<file path="src/rtl/blit_pkg.sv">
package blit_pkg;
  localparam int WORD_W = 16;
  localparam int PIX_W = 4;
  localparam int PIX_PER_WORD = WORD_W / PIX_W;
  localparam int POS_W = $clog2(PIX_PER_WORD);

  typedef enum logic [2:0] {
    S_IDLE, S_CHECK, S_LINE, S_RDDST, S_RDSRC, S_PIX, S_WRDST, S_WREND
  } blitState_t;

  // strobes from control to datapath
  typedef struct packed {
    logic load;      // latch parameters
    logic lineInit;  // compute line addresses and alignments
    logic capDst;    // capture destination word
    logic capSrc;    // capture source word
    logic pixStep;   // merge one combined pixel
    logic dstAdv;    // destination word committed, move to next
    logic lineDone;  // end-of-line write committed
    logic selSrc;    // address mux selects source
  } blitCtl_t;

  // bit offset of nibble position pos, position 0 is most significant
  function automatic int nibShift(input logic [POS_W-1:0] pos);
    return (PIX_PER_WORD - 1 - int'(pos)) * PIX_W;
  endfunction
endpackage

</file>
<file path="src/rtl/blit_datapath.sv">
module blit_datapath
  import blit_pkg::*;
#(
  parameter int ADDR_W = 16,
  parameter int DIM_W = 12
) (
  input  logic              clk,
  input  logic              rstN,
  input  blitCtl_t          ctl,
  input  logic [ADDR_W-1:0] srcBase,
  input  logic [DIM_W-1:0]  srcRaster,
  input  logic [DIM_W-1:0]  srcHeight,
  input  logic [DIM_W-1:0]  srcWidthPx,
  input  logic [DIM_W-1:0]  srcX,
  input  logic [DIM_W-1:0]  srcY,
  input  logic [ADDR_W-1:0] dstBase,
  input  logic [DIM_W-1:0]  dstRaster,
  input  logic [DIM_W-1:0]  dstHeight,
  input  logic [DIM_W-1:0]  dstWidthPx,
  input  logic [DIM_W-1:0]  dstX,
  input  logic [DIM_W-1:0]  dstY,
  input  logic [DIM_W-1:0]  xferWidth,
  input  logic [DIM_W-1:0]  xferHeight,
  input  logic [DIM_W-1:0]  resumeWidth,
  input  logic [WORD_W-1:0] memRdata,
  input  logic [PIX_W-1:0]  cmbOut,
  output logic              zeroXfer,
  output logic              boundsOk,
  output logic              lastPix,
  output logic              lastLine,
  output logic              srcWrap,
  output logic              dstWrap,
  output logic              needSrc,
  output logic [ADDR_W-1:0] memAddr,
  output logic [WORD_W-1:0] memWdata,
  output logic [PIX_W-1:0]  cmbSrc,
  output logic [PIX_W-1:0]  cmbDst,
  output logic [1:0]        cmbSel,
  output logic [DIM_W-1:0]  remPixels,
  output logic [DIM_W-1:0]  remLines
);
  localparam logic [POS_W-1:0] LAST_POS = POS_W'(PIX_PER_WORD - 1);

  logic [ADDR_W-1:0] sBase, dBase, srcAddr, dstAddr;
  logic [DIM_W-1:0] sRast, sHt, sPxW, sX, sY;
  logic [DIM_W-1:0] dRast, dHt, dPxW, dX, dY;
  logic [DIM_W-1:0] xW, xH, resW;
  logic [DIM_W-1:0] linesRem, cnt, snap;
  logic [POS_W-1:0] srcPos, dstPos;
  logic [WORD_W-1:0] srcWord, dstWord;
  logic firstLine, yPar;

  // parameter checks on latched values
  logic [DIM_W:0] sEndY, sEndX, dEndY, dEndX;
  logic srcOk, dstOk;
  always_comb begin
    sEndY = {1'b0, sY} + {1'b0, xH};
    sEndX = {1'b0, sX} + {1'b0, xW};
    dEndY = {1'b0, dY} + {1'b0, xH};
    dEndX = {1'b0, dX} + {1'b0, xW};
    srcOk = (sY < sHt) && (sEndY <= {1'b0, sHt}) && (sX < sPxW) && (sEndX <= {1'b0, sPxW});
    dstOk = (dY < dHt) && (dEndY <= {1'b0, dHt}) && (dX < dPxW) && (dEndX <= {1'b0, dPxW});
    boundsOk = srcOk && dstOk && (resW <= xW);
    zeroXfer = (xW == '0) || (xH == '0);
  end

  // per-line start values
  logic resumeNow;
  logic [DIM_W-1:0] xOff, lineCnt, sxStart, dxStart;
  always_comb begin
    resumeNow = firstLine && (resW != '0);
    xOff = resumeNow ? (xW - resW) : '0;
    lineCnt = resumeNow ? resW : xW;
    sxStart = sX + xOff;
    dxStart = dX + xOff;
  end

  function automatic logic [ADDR_W-1:0] rowAddr(
    input logic [ADDR_W-1:0] base, input logic [DIM_W-1:0] ht,
    input logic [DIM_W-1:0] y, input logic [DIM_W-1:0] rem,
    input logic [DIM_W-1:0] rast, input logic [DIM_W-1:0] x);
    logic [ADDR_W-1:0] row;
    row = ADDR_W'(ht) - ADDR_W'(y) - ADDR_W'(rem);
    return base + row * ADDR_W'(rast) + ADDR_W'(x >> POS_W);
  endfunction

  always_ff @(posedge clk or negedge rstN) begin
    if (!rstN) begin
      sBase <= '0; dBase <= '0; srcAddr <= '0; dstAddr <= '0;
      sRast <= '0; sHt <= '0; sPxW <= '0; sX <= '0; sY <= '0;
      dRast <= '0; dHt <= '0; dPxW <= '0; dX <= '0; dY <= '0;
      xW <= '0; xH <= '0; resW <= '0;
      linesRem <= '0; cnt <= '0; snap <= '0;
      srcPos <= '0; dstPos <= '0; srcWord <= '0; dstWord <= '0;
      firstLine <= 1'b0; yPar <= 1'b0; needSrc <= 1'b0;
    end else begin
      if (ctl.load) begin
        sBase <= srcBase; sRast <= srcRaster; sHt <= srcHeight; sPxW <= srcWidthPx;
        sX <= srcX; sY <= srcY;
        dBase <= dstBase; dRast <= dstRaster; dHt <= dstHeight; dPxW <= dstWidthPx;
        dX <= dstX; dY <= dstY;
        xW <= xferWidth; xH <= xferHeight; resW <= resumeWidth;
        linesRem <= xferHeight;
        snap <= resumeWidth;
        firstLine <= 1'b1;
      end
      if (ctl.lineInit) begin
        srcAddr <= rowAddr(sBase, sHt, sY, linesRem, sRast, sxStart);
        dstAddr <= rowAddr(dBase, dHt, dY, linesRem, dRast, dxStart);
        srcPos <= sxStart[POS_W-1:0];
        dstPos <= dxStart[POS_W-1:0];
        cnt <= lineCnt;
        snap <= lineCnt;
        firstLine <= 1'b0;
        needSrc <= 1'b1;
        yPar <= dY[0] ^ linesRem[0] ^ 1'b1;  // parity of dY + linesRem - 1
      end
      if (ctl.capDst) begin
        dstWord <= memRdata;
        snap <= cnt;
      end
      if (ctl.capSrc) begin
        srcWord <= memRdata;
        needSrc <= 1'b0;
      end
      if (ctl.pixStep) begin
        dstWord[nibShift(dstPos) +: PIX_W] <= cmbOut;
        cnt <= cnt - 1'b1;
        srcPos <= srcPos + 1'b1;
        dstPos <= dstPos + 1'b1;
        if (srcWrap) begin
          srcAddr <= srcAddr + 1'b1;
          needSrc <= 1'b1;
        end
      end
      if (ctl.dstAdv) begin
        dstAddr <= dstAddr + 1'b1;
        snap <= cnt;
      end
      if (ctl.lineDone) begin
        linesRem <= linesRem - 1'b1;
        snap <= '0;
      end
    end
  end

  always_comb begin
    lastPix = (cnt == DIM_W'(1));
    lastLine = (linesRem == DIM_W'(1));
    srcWrap = (srcPos == LAST_POS);
    dstWrap = (dstPos == LAST_POS);
    memAddr = ctl.selSrc ? srcAddr : dstAddr;
    memWdata = dstWord;
    cmbSrc = srcWord[nibShift(srcPos) +: PIX_W];
    cmbDst = dstWord[nibShift(dstPos) +: PIX_W];
    cmbSel = {yPar, dstPos[0]};
    remPixels = snap;
    remLines = linesRem;
  end

  // a pixel is only merged while pixels of the line remain
  assert_cnt_live_R3: assert property (@(posedge clk) disable iff (!rstN)
    ctl.pixStep |-> (cnt != '0));

  // a line only completes while lines remain
  assert_line_live_R4: assert property (@(posedge clk) disable iff (!rstN)
    ctl.lineDone |-> (linesRem != '0));
endmodule

</file>
<file path="src/rtl/blit_ctrl.sv">
module blit_ctrl
  import blit_pkg::*;
(
  input  logic     clk,
  input  logic     rstN,
  input  logic     start,
  input  logic     memAck,
  input  logic     abortIn,
  input  logic     irqReq,
  input  logic     zeroXfer,
  input  logic     boundsOk,
  input  logic     lastPix,
  input  logic     lastLine,
  input  logic     srcWrap,
  input  logic     dstWrap,
  input  logic     needSrc,
  output blitCtl_t ctl,
  output logic     memRd,
  output logic     memWr,
  output logic     busy,
  output logic     done,
  output logic     err,
  output logic     aborted,
  output logic     intStop
);
  blitState_t state, stateNext;
  logic doneNext, errNext, abortNext, intNext;

  always_comb begin
    stateNext = state;
    ctl = '0;
    doneNext = 1'b0;
    errNext = 1'b0;
    abortNext = 1'b0;
    intNext = 1'b0;
    unique case (state)
      S_IDLE: if (start) begin
        ctl.load = 1'b1;
        stateNext = S_CHECK;
      end
      S_CHECK: begin
        if (zeroXfer) begin
          doneNext = 1'b1;
          stateNext = S_IDLE;
        end else if (!boundsOk) begin
          errNext = 1'b1;
          stateNext = S_IDLE;
        end else begin
          stateNext = S_LINE;
        end
      end
      S_LINE: begin
        ctl.lineInit = 1'b1;
        stateNext = S_RDDST;
      end
      S_RDDST: begin
        if (memAck) begin
          ctl.capDst = 1'b1;
          stateNext = needSrc ? S_RDSRC : S_PIX;
        end else if (abortIn) begin
          abortNext = 1'b1;
          stateNext = S_IDLE;
        end
      end
      S_RDSRC: begin
        ctl.selSrc = 1'b1;
        if (memAck) begin
          ctl.capSrc = 1'b1;
          stateNext = S_PIX;
        end else if (abortIn) begin
          abortNext = 1'b1;
          stateNext = S_IDLE;
        end
      end
      S_PIX: begin
        ctl.pixStep = 1'b1;
        if (lastPix) stateNext = S_WREND;
        else if (dstWrap) stateNext = S_WRDST;
        else if (srcWrap) stateNext = S_RDSRC;
      end
      S_WRDST: begin
        if (memAck) begin
          ctl.dstAdv = 1'b1;
          stateNext = S_RDDST;
        end else if (abortIn) begin
          abortNext = 1'b1;
          stateNext = S_IDLE;
        end
      end
      S_WREND: begin
        if (memAck) begin
          ctl.lineDone = 1'b1;
          if (lastLine) begin
            doneNext = 1'b1;
            stateNext = S_IDLE;
          end else if (irqReq) begin
            intNext = 1'b1;
            stateNext = S_IDLE;
          end else begin
            stateNext = S_LINE;
          end
        end else if (abortIn) begin
          abortNext = 1'b1;
          stateNext = S_IDLE;
        end
      end
      default: stateNext = S_IDLE;
    endcase
  end

  always_ff @(posedge clk or negedge rstN) begin
    if (!rstN) begin
      state <= S_IDLE;
      done <= 1'b0;
      err <= 1'b0;
      aborted <= 1'b0;
      intStop <= 1'b0;
    end else begin
      state <= stateNext;
      done <= doneNext;
      err <= errNext;
      aborted <= abortNext;
      intStop <= intNext;
    end
  end

  always_comb begin
    memRd = (state == S_RDDST) || (state == S_RDSRC);
    memWr = (state == S_WRDST) || (state == S_WREND);
    busy = (state != S_IDLE);
  end

  // only one reason for stopping is reported at a time
  assert_one_event_R6: assert property (@(posedge clk) disable iff (!rstN)
    $onehot0({done, err, aborted, intStop}));

  // an error comes straight out of the parameter check, before any access
  assert_err_from_check_R7: assert property (@(posedge clk) disable iff (!rstN)
    $rose(err) |-> $past(state == S_CHECK));
endmodule

</file>
<file path="src/rtl/nibble_blit.sv">
module nibble_blit
  import blit_pkg::*;
#(
  parameter int ADDR_W = 16,
  parameter int DIM_W = 12
) (
  input  logic              clk,
  input  logic              rstN,
  input  logic              start,
  input  logic [ADDR_W-1:0] srcBase,
  input  logic [DIM_W-1:0]  srcRaster,
  input  logic [DIM_W-1:0]  srcHeight,
  input  logic [DIM_W-1:0]  srcWidthPx,
  input  logic [DIM_W-1:0]  srcX,
  input  logic [DIM_W-1:0]  srcY,
  input  logic [ADDR_W-1:0] dstBase,
  input  logic [DIM_W-1:0]  dstRaster,
  input  logic [DIM_W-1:0]  dstHeight,
  input  logic [DIM_W-1:0]  dstWidthPx,
  input  logic [DIM_W-1:0]  dstX,
  input  logic [DIM_W-1:0]  dstY,
  input  logic [DIM_W-1:0]  xferWidth,
  input  logic [DIM_W-1:0]  xferHeight,
  input  logic [DIM_W-1:0]  resumeWidth,
  input  logic              irqReq,
  input  logic              abortIn,
  output logic              memRd,
  output logic              memWr,
  output logic [ADDR_W-1:0] memAddr,
  output logic [15:0]       memWdata,
  input  logic [15:0]       memRdata,
  input  logic              memAck,
  output logic              cmbValid,
  output logic [3:0]        cmbSrc,
  output logic [3:0]        cmbDst,
  output logic [1:0]        cmbSel,
  input  logic [3:0]        cmbOut,
  output logic              busy,
  output logic              done,
  output logic              err,
  output logic              aborted,
  output logic              intStop,
  output logic [DIM_W-1:0]  remPixels,
  output logic [DIM_W-1:0]  remLines
);
  blitCtl_t ctl;
  logic zeroXfer, boundsOk, lastPix, lastLine, srcWrap, dstWrap, needSrc;

  blit_ctrl u_ctrl (
    .clk(clk), .rstN(rstN), .start(start), .memAck(memAck), .abortIn(abortIn),
    .irqReq(irqReq), .zeroXfer(zeroXfer), .boundsOk(boundsOk), .lastPix(lastPix),
    .lastLine(lastLine), .srcWrap(srcWrap), .dstWrap(dstWrap), .needSrc(needSrc),
    .ctl(ctl), .memRd(memRd), .memWr(memWr), .busy(busy), .done(done), .err(err),
    .aborted(aborted), .intStop(intStop)
  );

  blit_datapath #(.ADDR_W(ADDR_W), .DIM_W(DIM_W)) u_dp (
    .clk(clk), .rstN(rstN), .ctl(ctl),
    .srcBase(srcBase), .srcRaster(srcRaster), .srcHeight(srcHeight),
    .srcWidthPx(srcWidthPx), .srcX(srcX), .srcY(srcY),
    .dstBase(dstBase), .dstRaster(dstRaster), .dstHeight(dstHeight),
    .dstWidthPx(dstWidthPx), .dstX(dstX), .dstY(dstY),
    .xferWidth(xferWidth), .xferHeight(xferHeight), .resumeWidth(resumeWidth),
    .memRdata(memRdata), .cmbOut(cmbOut),
    .zeroXfer(zeroXfer), .boundsOk(boundsOk), .lastPix(lastPix), .lastLine(lastLine),
    .srcWrap(srcWrap), .dstWrap(dstWrap), .needSrc(needSrc),
    .memAddr(memAddr), .memWdata(memWdata), .cmbSrc(cmbSrc), .cmbDst(cmbDst),
    .cmbSel(cmbSel), .remPixels(remPixels), .remLines(remLines)
  );

  assign cmbValid = ctl.pixStep;

  // never a read and a write at once
  assert_single_strobe_R10: assert property (@(posedge clk) disable iff (!rstN)
    !(memRd && memWr));

  // a waiting read keeps its address
  assert_rd_hold_R10: assert property (@(posedge clk) disable iff (!rstN)
    (memRd && !memAck && !abortIn) |=> (memRd && $stable(memAddr)));

  // a waiting write keeps its address and data
  assert_wr_hold_R10: assert property (@(posedge clk) disable iff (!rstN)
    (memWr && !memAck && !abortIn) |=> (memWr && $stable(memAddr) && $stable(memWdata)));
endmodule

</file>
<file path="config.mk">
export PLATFORM = sky130hd
export DESIGN_NAME = nibble_blit
export DESIGN_NICKNAME = d
export VERILOG_FILES = /design/src/rtl/blit_pkg.sv /design/src/rtl/blit_datapath.sv /design/src/rtl/blit_ctrl.sv /design/src/rtl/nibble_blit.sv
export SDC_FILE = /design/constraint.sdc
export NUM_CORES = 2
export LEC_CHECK = 0
export ABC_AREA = 1
export BUFFER_PORTS_ARGS = -buffer_cell sky130_fd_sc_hd__buf_4
export CORE_MARGIN = 2
export CORE_UTILIZATION = 60
export DETAILED_ROUTE_END_ITERATION = 8
export PLACE_DENSITY = 0.78
export SLEW_MARGIN = 20
export SYNTH_ARGS = -nofsm -noshare
export SYNTH_HDL_FRONTEND = slang
export SYNTH_SLANG_ARGS = --single-unit
export TNS_END_PERCENT = 50
</file>
<file path="constraint.sdc">
create_clock -name clk -period 9.02 [get_ports clk]
set_input_delay 0.451 -clock clk [delete_from_list [all_inputs] [get_ports clk]]
set_output_delay 0.451 -clock clk [all_outputs]
set_load 0.03 [all_outputs]
</file>
# After elaboration in Yosys (flattened, before gate mapping)
# Index checks and enable logic that the tools add are counted.
# Widths: inputs -> output; s select.
[classes]
order_cmp = 9
multipliers = 2
shift = 4
n_bitwise = 2
n_eq_ne = 13
reduce_logical = 24
addsub = 24
n_mux = 69
[ops]
columns = ["cell", "n"]
rows = [
  ["$mux 12", 11],
  ["$mux 16", 8],
  ["$shiftx 16x32->4", 2],
  ["$add 12x12->13", 4],
  ["$le 13x12->1", 4],
  ["$lt 12x12->1", 4],
  ["$neg 32->33", 1],
  ["$shift 4x33->16 const A", 1],
  ["$shiftx 4x33->16", 1],
  ["$add 16x1->16 const B", 2],
  ["$add 16x10->16", 2],
  ["$add 16x16->16", 2],
  ["$mul 16x12->16", 2],
  ["$sub 16x12->16", 2],
  ["$mux 1", 30],
  ["$mux 3", 10],
  ["$sub 12x12->13", 2],
  ["$add 12x12->12", 2],
  ["$eq 12x1->1 const B", 2],
  ["$logic_not 12->1", 2],
  ["$pmux 3 s8", 1],
  ["$sub 12x1->12 const B", 2],
  ["$bwmux 16", 1],
  ["$mux 2", 7],
  ["22 further kinds", 42],
]
[totals]
elab_cells = 179
ff_bits = 302

# Longest topological paths before layout
[depth]
depth_word = 10
ltp_mapped = 48
depth_no_buf = 48

# Modules after synthesis
# A second synthesis with hierarchy kept.
[unflattened]
hier_cells = 3966
area_unflattened_um2 = 29897.4
[modules_own_cells]
columns = ["mod", "cells_per_inst", "n_inst", "area_per_inst_um2", "seq_area_each_um2"]
rows = [
  ["blit_datapath", 3892, 1, 29414.5, 7382.1],
  ["blit_ctrl", 74, 1, 483.0, 175.2],
]

# Least setup slack after synthesis
# Ideal clock, no wire load.
[synth_path]
kind = "reg2reg"
startpoint = "register u_dp.sY[2]"
endpoint = "register u_dp.srcAddr[12]"
path_buffers = 0
arrival_time_ns = 7.217
period_less_slack_ns = 7.356
path_stages_with_launch = 40
setup_slack_ns = 1.664
path_cell_list = "dfrtp_1 -> inv_1 -> ha_1 -> a21oi_1 -> o21ai_0 -> a21o_1 -> a21oi_1 -> xor2_1 -> inv_1 -> ha_1 -> a21oi_1 -> inv_1 -> nor2_1 -> nand2_1 -> nand2_1 -> nand2_1 -> inv_1 -> nor2_1 -> [4 not listed] -> fa_1 -> inv_1 -> fa_1 -> inv_1 -> fa_1 -> inv_1 -> fa_1 -> inv_1 -> ha_1 -> a21oi_1 -> a21boi_0 -> o21ai_0 -> nand2_1 -> nand2_1 -> a21oi_1 -> or2_2 -> nand3_1 -> a31oi_1"
[synth_between]
elab_chain_len = 8
[synth_rtl]
columns = ["item", "line_no", "text"]
rows = [
  ["start, declared", "blit_datapath.sv:45", "logic [DIM_W-1:0] sRast, sHt, sPxW, sX, sY;"],
  ["start signal, assigned", "blit_datapath.sv:99", "sX <= srcX; sY <= srcY;"],
  ["$sub 12x12->13 *", "blit_datapath.sv:83", "row = ADDR_W'(ht) - ADDR_W'(y) - ADDR_W'(rem);"],
  ["$sub 16x12->16 *", "blit_datapath.sv:83", ""],
  ["$mul 16x12->16 *", "blit_datapath.sv:84", "return base + row * ADDR_W'(rast) + ADDR_W'(x >> POS_W);"],
  ["$add 16x16->16 *", "blit_datapath.sv:84", ""],
  ["$add 16x10->16 *", "blit_datapath.sv:84", ""],
  ["$mux 16 *", "blit_datapath.sv:107", "if (ctl.lineInit) begin"],
  ["$mux 16", "blit_datapath.sv:131", "if (srcWrap) begin"],
  ["$mux 16 *", "blit_datapath.sv:126", "if (ctl.pixStep) begin"],
  ["end signal, assigned", "blit_datapath.sv:108", "srcAddr <= rowAddr(sBase, sHt, sY, linesRem, sRast, sxStart);"],
  ["end signal, assigned", "blit_datapath.sv:132", "srcAddr <= srcAddr + 1'b1;"],
  ["end, declared", "blit_datapath.sv:44", "logic [ADDR_W-1:0] sBase, dBase, srcAddr, dstAddr;"],
]
# Every way passes the cells marked *; elsewhere a longest branch is shown, timed or not.
# A chain may end at the register's enable or synchronous reset.

# Final worst setup path
# Same ends and word-level chain as after synthesis.

==> impl_metrics.ini <==
[status]
status = finished, final reports clean

[place]
gp_congestion = 0.959
placed_area_um2 = 32500
dp_hpwl_um = 67500
port_buffers = 287
dp_slack_ns = 1.01

[sta]
holdWs_ns = 0.0697
tightest_slew_ns = 1.04
hold_violations = 0
fin_ws_ns = 0.917
rsz0062_at_grt = false
fin_skew_ns = 0.0380
tns_ns = 0
min_period_ns = 8.10
timing.fmax_mhz = 123
slew_viol_final = 0
timing.final.crit_share = 0.898
setup_viol = 0
relSlewSlack = 0.308

[yosys]
synth_flop_cell = dfrtp_1
syn_area_per_cell_um2 = 7.60
ys_types = 57
synth.cell_area_um2 = 29700
synth_top_area_share = 0.254
ys_ff_latch = 302
synth_cells = 3908
synth_area_leaders = dfrtp_1, fa_1, ha_1
yosysWarnings = 0
synth.most_common_cell = nand2_1
yosys.area.top_type = dfrtp_1
syn-num-nets = 4639
async_flop_share = 1.00
seq_area_frac_synth = 0.254
synthTopCellsByCount = nand2_1, inv_1, o21ai_0
synth_edf_count = 0

[route]
drt-pass1-iter-count = 5
viasPerCell = 5.55
post-route-drc-count = 0
ant_nets = 0
vias = 26900
drt_iter0_markers = 2378
postRouteWirelength_um = 84600
routedWlPerCell_um = 17.5

[critical_path]
crit_fanout = 6
cp.arrival_ns = 8.58
required_ns = 9.50
crit_type = reg2reg
crit_path_frequent_cell = inv_1
start_kind = flip-flop
end_kind = flip-flop
cp_slowest_cell = fa_1
slowest_delay_ns = 0.53

[global_route]
grt_max_degree = 216
antenna_found_initial = 1
grt_pass1_vias = 25900
track_usage = 0.338
grt-ovfl-total = 0
grt_pass1_wl_um = 136000

[floorplan]
rows = 81
core_area_um2 = 49000
die_y_um = 227
ios = 288
initial_core_util = 0.607
die_w_um = 227
dieArea_um2 = 51300

[job]
maxCapViolations = 0

[hold_path]
min_path_type = in2reg

[cts]
numCtsBuffers = 38
ctsResizeCount = 0
cts_tree = yes
cts_hold_buf = 1
htreeDepth = 2
cts_setup_buffers = 0
clkSinkCount = 302
root_buffer = clkbuf_16
cts_max_path_buffers = 3
clk_latency_ns = 0.58
cts.clk_slew.worst_paths_ns = 0.06

[layout]
antennaDiodeCount = 0
final_area_um2 = 33800
drive_above_1_share = 0.0983
nets = 4886
syn_to_final_growth_pct = 13.7
## sequential cells by signal, indices dropped and copies added (netlist names), 3 cells and up
signal / cells
u_dp.dBase: 16
u_dp.dstAddr: 16
u_dp.memWdata: 16
u_dp.sBase: 16
u_dp.srcAddr: 16
u_dp.srcWord: 16
u_dp.cnt: 12
u_dp.dHt: 12
u_dp.dPxW: 12
u_dp.dRast: 12
u_dp.dX: 12
u_dp.dY: 12
u_dp.remLines: 12
u_dp.remPixels: 12
u_dp.resW: 12
u_dp.sHt: 12
u_dp.sPxW: 12
u_dp.sRast: 12
u_dp.sX: 12
u_dp.sY: 12
u_dp.xH: 12
u_dp.xW: 12
u_ctrl.state: 3
## logic make-up (layout without fill, tap and decap cells)
kind of cell,after synthesis,in the layout,share of synthesized area
XOR/XNOR,135,135,0.0401
AO/OA/AOI/OAI,703,703,0.133
multiplexers,3,3,0.00114
flip-flops,302,302,0.254
AND/OR/NAND/NOR,1427,1427,0.196
buffers and inverters,821,1093,0.104
adder cells (fa/ha/maj),517,517,0.271
## placed cells by master (no fill, tap or decap), types with 39 or more instances in the layout
cell type	count
clkbuf_16	39
buf_4	298
inv_1	715
fa_1	209
ha_1	308
dfrtp_1	302
nor2_1	309
nand2_1	864
o21ai_0	321
a21oi_1	204
nand3_1	117
xor2_1	97
nor3_1	40
## final cells by class
| cell class | count | area [um2] |
|---|---|---|
| clock buffers | 50 | 1060 |
| clock inverters | 15 | 238 |
| fillers | 4139 | 15200 |
| inverters | 726 | 2730 |
| multi-input cells | 2785 | 19100 |
| flip-flops and latches | 302 | 7560 |
| well taps | 664 | 831 |
| repair buffers | 302 | 2300 |
## stage by stage
stage / util / std cells
final: 0.690 / 4844
after CTS: 0.690 / 4844
after global routing: 0.690 / 4844
after detailed placement: 0.663 / 4778
after global placement: 0.663 / 4778
after floorplan: - / 3908
## worst max-delay path: cells and delay by family (launching register included)
family                   cells  cell delay (ns)
buffers and inverters       10             0.76
AND/OR/NAND/NOR              9             0.81
flip-flops                   1             0.37
AO/OA/AOI/OAI               10             1.84
XOR/XNOR                     1             0.15
adder cells (fa/ha/maj)      9             4.09
## layer usage
layer,up-vias,global-route usage,wire length [um]
li1,12900,-,-
met1,12700,0.466,36800
met2,1022,0.531,37800
met3,203,0.0491,6060
met4,0,0.151,3970
met5,-,0,0
## final timing paths
| kind | to | startpoint | cells after the start | slack, ns |
|---|---|---|---|---|
| max | u_dp.srcAddr[12]$_DFF_PN0_ | u_dp.sY[2]$_DFFE_PN0P_ | 39 | 0.92 |
| min in group asynchronous | u_dp.memWdata[2]$_DFF_PN0_ | rstN | 2 | 0.47 |
| max reg2reg | u_dp.srcAddr[12]$_DFF_PN0_ | u_dp.sY[2]$_DFFE_PN0P_ | 39 | 0.92 |
| max in group asynchronous | u_dp.dHt[4]$_DFFE_PN0P_ | rstN | 3 | 7.14 |
| min reg2reg | u_dp.dBase[0]$_DFFE_PN0P_ | u_dp.dBase[0]$_DFFE_PN0P_ | 2 | 0.48 |
| min | u_dp.xW[2]$_DFFE_PN0P_ | xferWidth[2] | 3 | 0.07 |
Power is not shown: default switching activity piles up to over one toggle a cycle in this logic, so the estimate is an artifact.
